==> config.mk <==
export PLATFORM = sky130hd
export DESIGN_NAME = pwm_gen
export DESIGN_NICKNAME = d
export VERILOG_FILES = /design/src/rtl/pwm_gen_pkg.sv /design/src/rtl/pwm_gen_ctrl.sv /design/src/rtl/pwm_gen_dp.sv /design/src/rtl/pwm_gen.sv
export SDC_FILE = /design/constraint.sdc
export NUM_CORES = 1
export LEC_CHECK = 0
export BUFFER_PORTS_ARGS = -buffer_cell sky130_fd_sc_hd__clkbuf_2
export CAP_MARGIN = 15
export CELL_PAD_IN_SITES_DETAIL_PLACEMENT = 0
export CELL_PAD_IN_SITES_GLOBAL_PLACEMENT = 1
export CORE_ASPECT_RATIO = 1.25
export CORE_UTILIZATION = 37
export DETAILED_ROUTE_END_ITERATION = 10
export PLACE_DENSITY_LB_ADDON = 0.05
export SLEW_MARGIN = 0
export SYNTH_ARGS = -nofsm -noshare
export SYNTH_HDL_FRONTEND = slang
export SYNTH_SLANG_ARGS = --single-unit
==> constraint.sdc <==
create_clock -name clk -period 1.72 [get_ports clk]
set_input_delay 0.172 -clock clk [delete_from_list [all_inputs] [get_ports clk]]
set_output_delay 0.172 -clock clk [all_outputs]
set_load 0.03 [all_outputs]
==> src/rtl/pwm_gen_pkg.sv <==
package pwm_gen_pkg;
  localparam int DIV_W     = 13;
  localparam int CNT_W     = 8;
  localparam int WORD_W    = 32;
  localparam int DIV_LSB   = 0;
  localparam int DUTY_LSB  = 16;
  localparam int FULL_BIT  = 24;
  localparam int EN_BIT    = 31;
  localparam int PERIOD_TICKS = 1 << CNT_W;

  typedef struct packed {
    logic             enable;
    logic             fullDuty;
    logic [CNT_W-1:0] duty;
    logic [DIV_W-1:0] divisor;
  } pwm_cfg_t;

  typedef struct packed {
    logic clear;
    logic tick;
  } pwm_strobe_t;

  function automatic pwm_cfg_t decodeCfg(input logic [WORD_W-1:0] w);
    pwm_cfg_t c;
    c.enable   = w[EN_BIT];
    c.fullDuty = w[FULL_BIT];
    c.duty     = w[DUTY_LSB +: CNT_W];
    c.divisor  = w[DIV_LSB +: DIV_W];
    return c;
  endfunction
endpackage

==> src/rtl/pwm_gen_ctrl.sv <==
module pwm_gen_ctrl
  import pwm_gen_pkg::*;
(
  input  logic              clk,
  input  logic              rst,
  input  logic              cfgWrite,
  input  logic [WORD_W-1:0] cfgData,
  output pwm_cfg_t          cfg,
  output pwm_strobe_t       strb
);
  pwm_cfg_t         cfgQ;
  logic [DIV_W-1:0] prescQ;
  logic             clearNow;
  logic             tickNow;

  always_ff @(posedge clk) begin
    if (rst)           cfgQ <= '0;
    else if (cfgWrite) cfgQ <= decodeCfg(cfgData);
  end

  // Restart on any write; hold while disabled.
  assign clearNow = cfgWrite || !cfgQ.enable;
  assign tickNow  = cfgQ.enable && (prescQ == cfgQ.divisor);

  always_ff @(posedge clk) begin
    if (rst || clearNow)  prescQ <= '0;
    else if (tickNow)     prescQ <= '0;
    else                  prescQ <= prescQ + 1'b1;
  end

  assign cfg        = cfgQ;
  assign strb.clear = clearNow;
  assign strb.tick  = tickNow;

  p_presc_bound_r2: assert property (@(posedge clk) disable iff (rst)
    cfgQ.enable |-> prescQ <= cfgQ.divisor);
  p_hold_disabled_r6: assert property (@(posedge clk) disable iff (rst)
    !cfgQ.enable |=> prescQ == '0);
  p_write_clears_r8: assert property (@(posedge clk) disable iff (rst)
    cfgWrite |=> prescQ == '0);
endmodule

==> src/rtl/pwm_gen_dp.sv <==
module pwm_gen_dp
  import pwm_gen_pkg::*;
(
  input  logic        clk,
  input  logic        rst,
  input  pwm_cfg_t    cfg,
  input  pwm_strobe_t strb,
  output logic        pwmOut
);
  logic [CNT_W-1:0] periodCnt;
  logic             belowDuty;

  always_ff @(posedge clk) begin
    if (rst || strb.clear) periodCnt <= '0;
    else if (strb.tick)    periodCnt <= periodCnt + 1'b1;
  end

  assign belowDuty = periodCnt < cfg.duty;
  assign pwmOut    = cfg.enable && (cfg.fullDuty || belowDuty);

  p_clear_zero_r8: assert property (@(posedge clk) disable iff (rst)
    strb.clear |=> periodCnt == '0);
  p_count_step_r3: assert property (@(posedge clk) disable iff (rst)
    (strb.tick && !strb.clear) |=> periodCnt == CNT_W'($past(periodCnt) + 1'b1));
  p_count_hold_r2: assert property (@(posedge clk) disable iff (rst)
    (!strb.tick && !strb.clear) |=> $stable(periodCnt));
endmodule

==> src/rtl/pwm_gen.sv <==
module pwm_gen
  import pwm_gen_pkg::*;
(
  input  logic        clk,
  input  logic        rst,
  input  logic        cfgWrite,
  input  logic [31:0] cfgData,
  output logic        pwmOut
);
  pwm_cfg_t    cfg;
  pwm_strobe_t strb;

  pwm_gen_ctrl u_ctrl (
    .clk(clk), .rst(rst), .cfgWrite(cfgWrite), .cfgData(cfgData),
    .cfg(cfg), .strb(strb)
  );

  pwm_gen_dp u_dp (
    .clk(clk), .rst(rst), .cfg(cfg), .strb(strb), .pwmOut(pwmOut)
  );

  p_reset_low_r7: assert property (@(posedge clk) rst |=> !pwmOut);
  p_idle_low_r6: assert property (@(posedge clk) disable iff (rst)
    (!cfgWrite && !cfg.enable) |=> !pwmOut);
endmodule

==> results of run 1 <==
sequential cells by signal (all words and copies together), names as in the netlist:
| signal | count |
|---|---|
| u_ctrl.prescQ | 13 |
| u_ctrl.cfg | 23 |
| u_dp.periodCnt | 8 |
synth_stat cells (all sizes together) (5+ instances only):
library cell and instances:
clkbuf 5, mux2i 22, nand2 13, a21oi 7, xnor2 15, nand3 11
ha 9, xor2 10, dfxtp 44, nor2 39, inv 7
how the worst max path moves through the flow:
| stage | to | cells after the start |
|---|---|---|
| 6_report | pwmOut | 5 |
| 4_1_cts | pwmOut | 7 |
| 3_5_place_dp | u_dp.periodCnt[5]$_SDFFE_PP0P_ | 6 |
| 2_1_floorplan | u_dp.periodCnt[5]$_SDFFE_PP0P_ | 6 |
| 3_3_place_gp | u_dp.periodCnt[6]$_SDFFE_PP0P_ | 6 |
| 5_1_grt | pwmOut | 7 |
stage by stage:
step / hold WS [ns] / total power [mW] / worst slack, ns / util / instance area, sq um
floorplan: 0.319 / 1.21 / 0.0949 / - / 2020
global placement: 0.406 / 1.29 / -0.0329 / 0.459 / 2370
detailed placement: 0.414 / 1.29 / -0.0599 / 0.459 / 2370
CTS: 0.105 / 2.00 / -0.133 / 0.502 / 2590
global route: 0.102 / 2.07 / -0.198 / 0.508 / 2620
finish: 0.114 / 1.98 / -0.126 / 0.508 / 2620
routing by layer:
| metal | part of all wire | GRT usage |
|---|---|---|
| met1 | 0.44 | 0.189 |
| met2 | 0.51 | 0.285 |
| met3 | 0.033 | 0.0367 |
| met4 | 0.013 | 0.0511 |
| met5 | 0 | 0 |
power by group through the flow:
stage          logic, mW  registers, mW  clock network, mW
3_3_place_gp       0.190           1.10                  0
4_1_cts            0.209           1.07              0.720
3_5_place_dp       0.192           1.10                  0
5_1_grt            0.242           1.08              0.753
6_report           0.216           1.07              0.687
2_1_floorplan      0.122           1.09                  0
area by class of cell:
class | instances | area [sq um]
well taps | 62 | 77.6
flip-flops and latches | 44 | 896
clock buffers | 7 | 96.3
inverters | 7 | 26.3
multi-input cells | 159 | 1190
fillers | 530 | 2530
repair buffers | 51 | 328
worst min-delay path: cells and delay by family:
kind | cells | cell delay [ns]
buffers and inverters | 1 | 0.07
muxes | 1 | 0.05
and+or+nand+nor | 1 | 0.07
logic make-up (layout without fill, tap and decap cells):
kind of cell    count (synthesis)  in the layout  share of synthesized area
xor+xnor                       25             25                      0.108
buf+inv                        15             65                     0.0285
flops                          44             44                      0.436
fa+ha+maj                       9              9                     0.0558
compound gates                 19             19                     0.0595
mux                            22             22                      0.109
simple gates                   84             84                      0.202
what timing repair did:
action / 4_1_cts / 5_1_grt
endpoints found under the hold margin: 0 / 0
setup buffers: 2 / 0
resized for setup: 25 / 8
pin swaps: 12 / 4
endpoints found under the setup margin: 5 / 7
==> metrics.cfg, run 1 <==
[placement]
place_congestion=0.700
port_buffers=26
hpwlAfterDp_mm=3.04
dp_cells=321

[power]
internal_power_mw=1.52
p_leak_nw=1.10
p_seq_frac=0.543
p_comb_frac=0.109
p_switching_mw=0.455
pwr-share-clk=0.347
p_per_area_nw_per_um2=756
netSwitchingFraction=0.230
ir_drop_mv=0.385

[sta]
fmax_mhz=542
fin_crit_sh=1.07
worst_pin_slew_ns=0.412
setup_viol=1
hold_violations=0
rsz0062_at_grt=true
skew_ns=0.00274
post-route-min-period_ns=1.85
setup_tns_ns=-0.126
slew_violations=0
fin_ws_ns=-0.126
max_slew_margin=0.725

[drt]
drc_errors=0
drt-total-wl_mm=4.23
final_antenna_net_count=0
drtIter0Drc=22
vias_per_cell=4.83
routedWlPerCell_um=12.8
dr.pass1.iters=4
num_vias=1594

[clock_tree]
cts_buffer_depth=2
cts_tree=built
cts-htree-levels=2
ctsRootBufferMaster=clkbuf_8
path_clk_slew_ns=0.08
clk_latency_ns=0.29
cts_hold_buf=0
numCtsBuffers=5
cts_sinks=44

[yosys]
synth_top_area_frac=0.436
synthCells=218
seq_area_frac_synth=0.436
synth-seq-cells=44
synth_fp_nets=262
synthesis.area_sq_um=2020
synth_top_area_cell=dfxtp_1
yosys-top-cells-area=dfxtp_1, mux2i_1, nor2_1
yosys_warnings=0
ys_types=33
synth-edff-count=0
async_flop_share=0
synth_ff_type=dfxtp_1
syn_area_per_cell_sq_um=9.26

[worst_hold_path]
min_to=u_ctrl.cfg[3]$_SDFFE_PP0P_
hold_start=cfgData[3]
hold_path_depth=3
hp-class=in2reg

[grt]
grt_overflow=0
grt_max_degree=25
grt_pass1_vias=1548
grt_pass1_wl_mm=7.00
track_usage=0.163
antenna_found_initial=0

[floorplanning]
core_area_sq_um=5150
num_rows=29
die_h_um=84.6
io_pins=36
start_util=0.392
die_w_um=68.1
dieArea_sq_um=5760

[cells_and_area]
fin_nets=312
final_cell_mix=nor2_1, dfxtp_1, clkbuf_2, buf_4, mux2i_1
mostFrequentLayoutCell=nor2_1
num_antenna_cells=0
final_cells=330
drive_gt1_frac=0.351
syn2layout_area_growth_pct=29.7

[critical_path]
cp_slowest_cell=dfxtp_1
critPathCaptureType=output port
reg2reg_slack_ns=0.02
startpoint_type=flip-flop
r2r_end=u_dp.periodCnt[6]$_SDFFE_PP0P_
critPathBufInv=1
r2r_cells=6
critPathMaxFanout=2
crit_required_ns=1.55
crit_family=compound AO/OA/AOI/OAI gates
crit_type=reg2out
slowest_delay_ns=0.40
startpoint=u_dp.periodCnt[5]$_SDFFE_PP0P_
path_cells=ha_4 > and3_4 > a221oi_2 > o221a_2 > buf_8
r2r_start=u_ctrl.prescQ[12]$_SDFF_PP0_
crit_arrival_ns=1.67

[run_status]
violations=setup timing
status=complete, but fails checks

[job]
drv_cap=0

Note: power is estimated with default switching activity, not from simulation.
==> run 2: changes to the inputs <==
--- a/config.mk
+++ b/config.mk
@@ -10,9 +10,11 @@
 export CELL_PAD_IN_SITES_DETAIL_PLACEMENT = 0
 export CELL_PAD_IN_SITES_GLOBAL_PLACEMENT = 1
 export CORE_ASPECT_RATIO = 1.25
-export CORE_UTILIZATION = 37
+export CORE_UTILIZATION = 23
+export CTS_CLUSTER_SIZE = 25
 export DETAILED_ROUTE_END_ITERATION = 10
 export PLACE_DENSITY_LB_ADDON = 0.05
+export SETUP_SLACK_MARGIN = 0.05
 export SLEW_MARGIN = 0
 export SYNTH_ARGS = -nofsm -noshare
 export SYNTH_HDL_FRONTEND = slang
==> run 2 against run 1 <==
The run still ends with setup timing left. Cell area is 3.6% higher. Critical path type unchanged. Wire length up 17%. Global-route usage shrank 4.4 points.
==> metrics.cfg, run 2 (same netlist as run 1, synthesis figures left out) <==
[drt]
dr.pass1.iters=4
drc_errors=0
drt-total-wl_mm=4.94
num_vias=1595
vias_per_cell=4.10
drtIter0Drc=41
routedWlPerCell_um=12.7
final_antenna_net_count=0

[clock_tree]
numCtsBuffers=5
ctsRootBufferMaster=clkbuf_8
cts_hold_buf=0
cts_tree=built
cts_sinks=44
cts-htree-levels=2
clk_latency_ns=0.30
path_clk_slew_ns=0.08
cts_buffer_depth=2

[critical_path]
cp_slowest_cell=dfxtp_2
crit_required_ns=1.55
slowest_delay_ns=0.34
crit_family=flip-flops
critPathBufInv=3
path_cells=inv_2 > ha_4 > and3_4 > buf_6 > nand3b_1 > o221a_2 > buf_8
critPathCaptureType=output port
reg2reg_slack_ns=0.01
startpoint_type=flip-flop
r2r_end=u_dp.periodCnt[6]$_SDFFE_PP0P_
crit_type=reg2out
crit_arrival_ns=1.71
r2r_start=u_ctrl.prescQ[9]$_SDFF_PP0_
critPathMaxFanout=2
r2r_cells=6

[sta]
setup_viol=1
skew_ns=0.00499
rsz0062_at_grt=true
hold_violations=0
slew_violations=0
fin_ws_ns=-0.161
worst_pin_slew_ns=0.423
max_slew_margin=0.718
fmax_mhz=532
post-route-min-period_ns=1.88
fin_crit_sh=1.09

[cells_and_area]
fin_nets=316
mostFrequentLayoutCell=nor2_1
num_antenna_cells=0
final_cells=389
largest_register_ffs=23
final_cell_mix=nor2_1, dfxtp_1, buf_4, clkbuf_2, mux2i_1
multi_input_area_sq_um=1200
fillers=905
fin_util=0.324
drive_gt1_frac=0.364
seq_area_sq_um=898
syn2layout_area_growth_pct=34.3
final_area_sq_um=2710

[placement]
port_buffers=26
dp_cells=378
dpl_cell_area_sq_um=2460
hpwlAfterDp_mm=3.48
dp_slack_ns=-0.0794
place_congestion=0.692

[power]
ir_drop_mv=0.245
p_leak_nw=1.11
p_per_area_nw_per_um2=714

[floorplanning]
dieArea_sq_um=9160
start_util=0.241
num_rows=37
io_pins=36
die_h_um=107
die_w_um=85.8
core_area_sq_um=8380

[job]
drv_cap=0

[grt]
met2_usage=0.225
grt_use_met1=0.132
grt_use_met3=0.0216
track_usage=0.119
grt_pass1_vias=1697
top_usage_layer=met2
grt_pass1_wl_mm=8.31
grt_max_degree=25
antenna_found_initial=0
grt_overflow=0

[worst_hold_path]
hold_start=cfgData[19]
hold_path_depth=3
hp-class=in2reg
min_to=u_ctrl.cfg[16]$_SDFFE_PP0P_

[run_status]
status=complete, but fails checks
violations=setup timing

-- run 2: layout make-up --
class                           count  area share
Clock buffer                        6      0.0268
Clock inverter                      1     0.00185
Inverter                            7     0.00969
Multi-Input combinational cell    160       0.441
Sequential cell                    44       0.331
Tap cell                          117      0.0540
Timing Repair Buffer               54       0.135
-- run 2: what timing repair did --
item,in CTS,in global routing
gates cloned,1,0
pin swaps,21,9
endpoints found under the setup margin,6,11
gates resized for setup,32,7
hold endpoints to repair,0,0
buffers inserted,2,1
-- run 2: where the power goes --
group | leakage (nW) | switching (mW) | total (mW) | internal, mW
Clock | 0.0410 | 0.351 | 0.628 | 0.277
Sequential | 0.365 | 0.0223 | 1.07 | 1.05
Combinational | 0.708 | 0.112 | 0.233 | 0.121
-- run 2: metrics by stage --
stage	TNS, ns	hold WS, ns	power [mW]
after global placement	-0.357	0.407	1.29
final	-0.161	0.105	1.94
after floorplan	0	0.319	1.21
after global routing	-0.364	0.113	2.04
after detailed placement	-0.276	0.415	1.29
after CTS	-0.229	0.0943	1.99
-- run 2: tightest hold or removal path, delay by kind of cell --
| family | cells | cell delay (ns) |
|---|---|---|
| simple gates | 1 | 0.07 |
| buf+inv | 1 | 0.08 |
| mux | 1 | 0.05 |
-- run 2: worst max path at each step --
stage,end,startpoint,cells past startpoint,slack (ns)
after floorplan,u_dp.periodCnt[5]$_SDFFE_PP0P_,u_ctrl.prescQ[8]$_SDFF_PP0_,6,0.09
after global placement,u_dp.periodCnt[6]$_SDFFE_PP0P_,u_ctrl.cfg[8]$_SDFFE_PP0P_,6,-0.09
after detailed placement,u_dp.periodCnt[5]$_SDFFE_PP0P_,u_ctrl.cfg[8]$_SDFFE_PP0P_,6,-0.08
after CTS,pwmOut,u_ctrl.cfg[20]$_SDFFE_PP0P_,7,-0.19
after global routing,pwmOut,u_ctrl.cfg[19]$_SDFFE_PP0P_,7,-0.24
final,pwmOut,u_ctrl.cfg[20]$_SDFFE_PP0P_,7,-0.16
-- run 2: layer usage --
| metal | part of all wire | wire [um] | vias up |
|---|---|---|---|
| met5 | 0 | 0 | - |
| li1 | - | - | 853 |
| met1 | 0.44 | 2170 | 722 |
| met3 | 0.022 | 108 | 5 |
| met4 | 0.013 | 65 | 0 |
| met2 | 0.52 | 2590 | 15 |
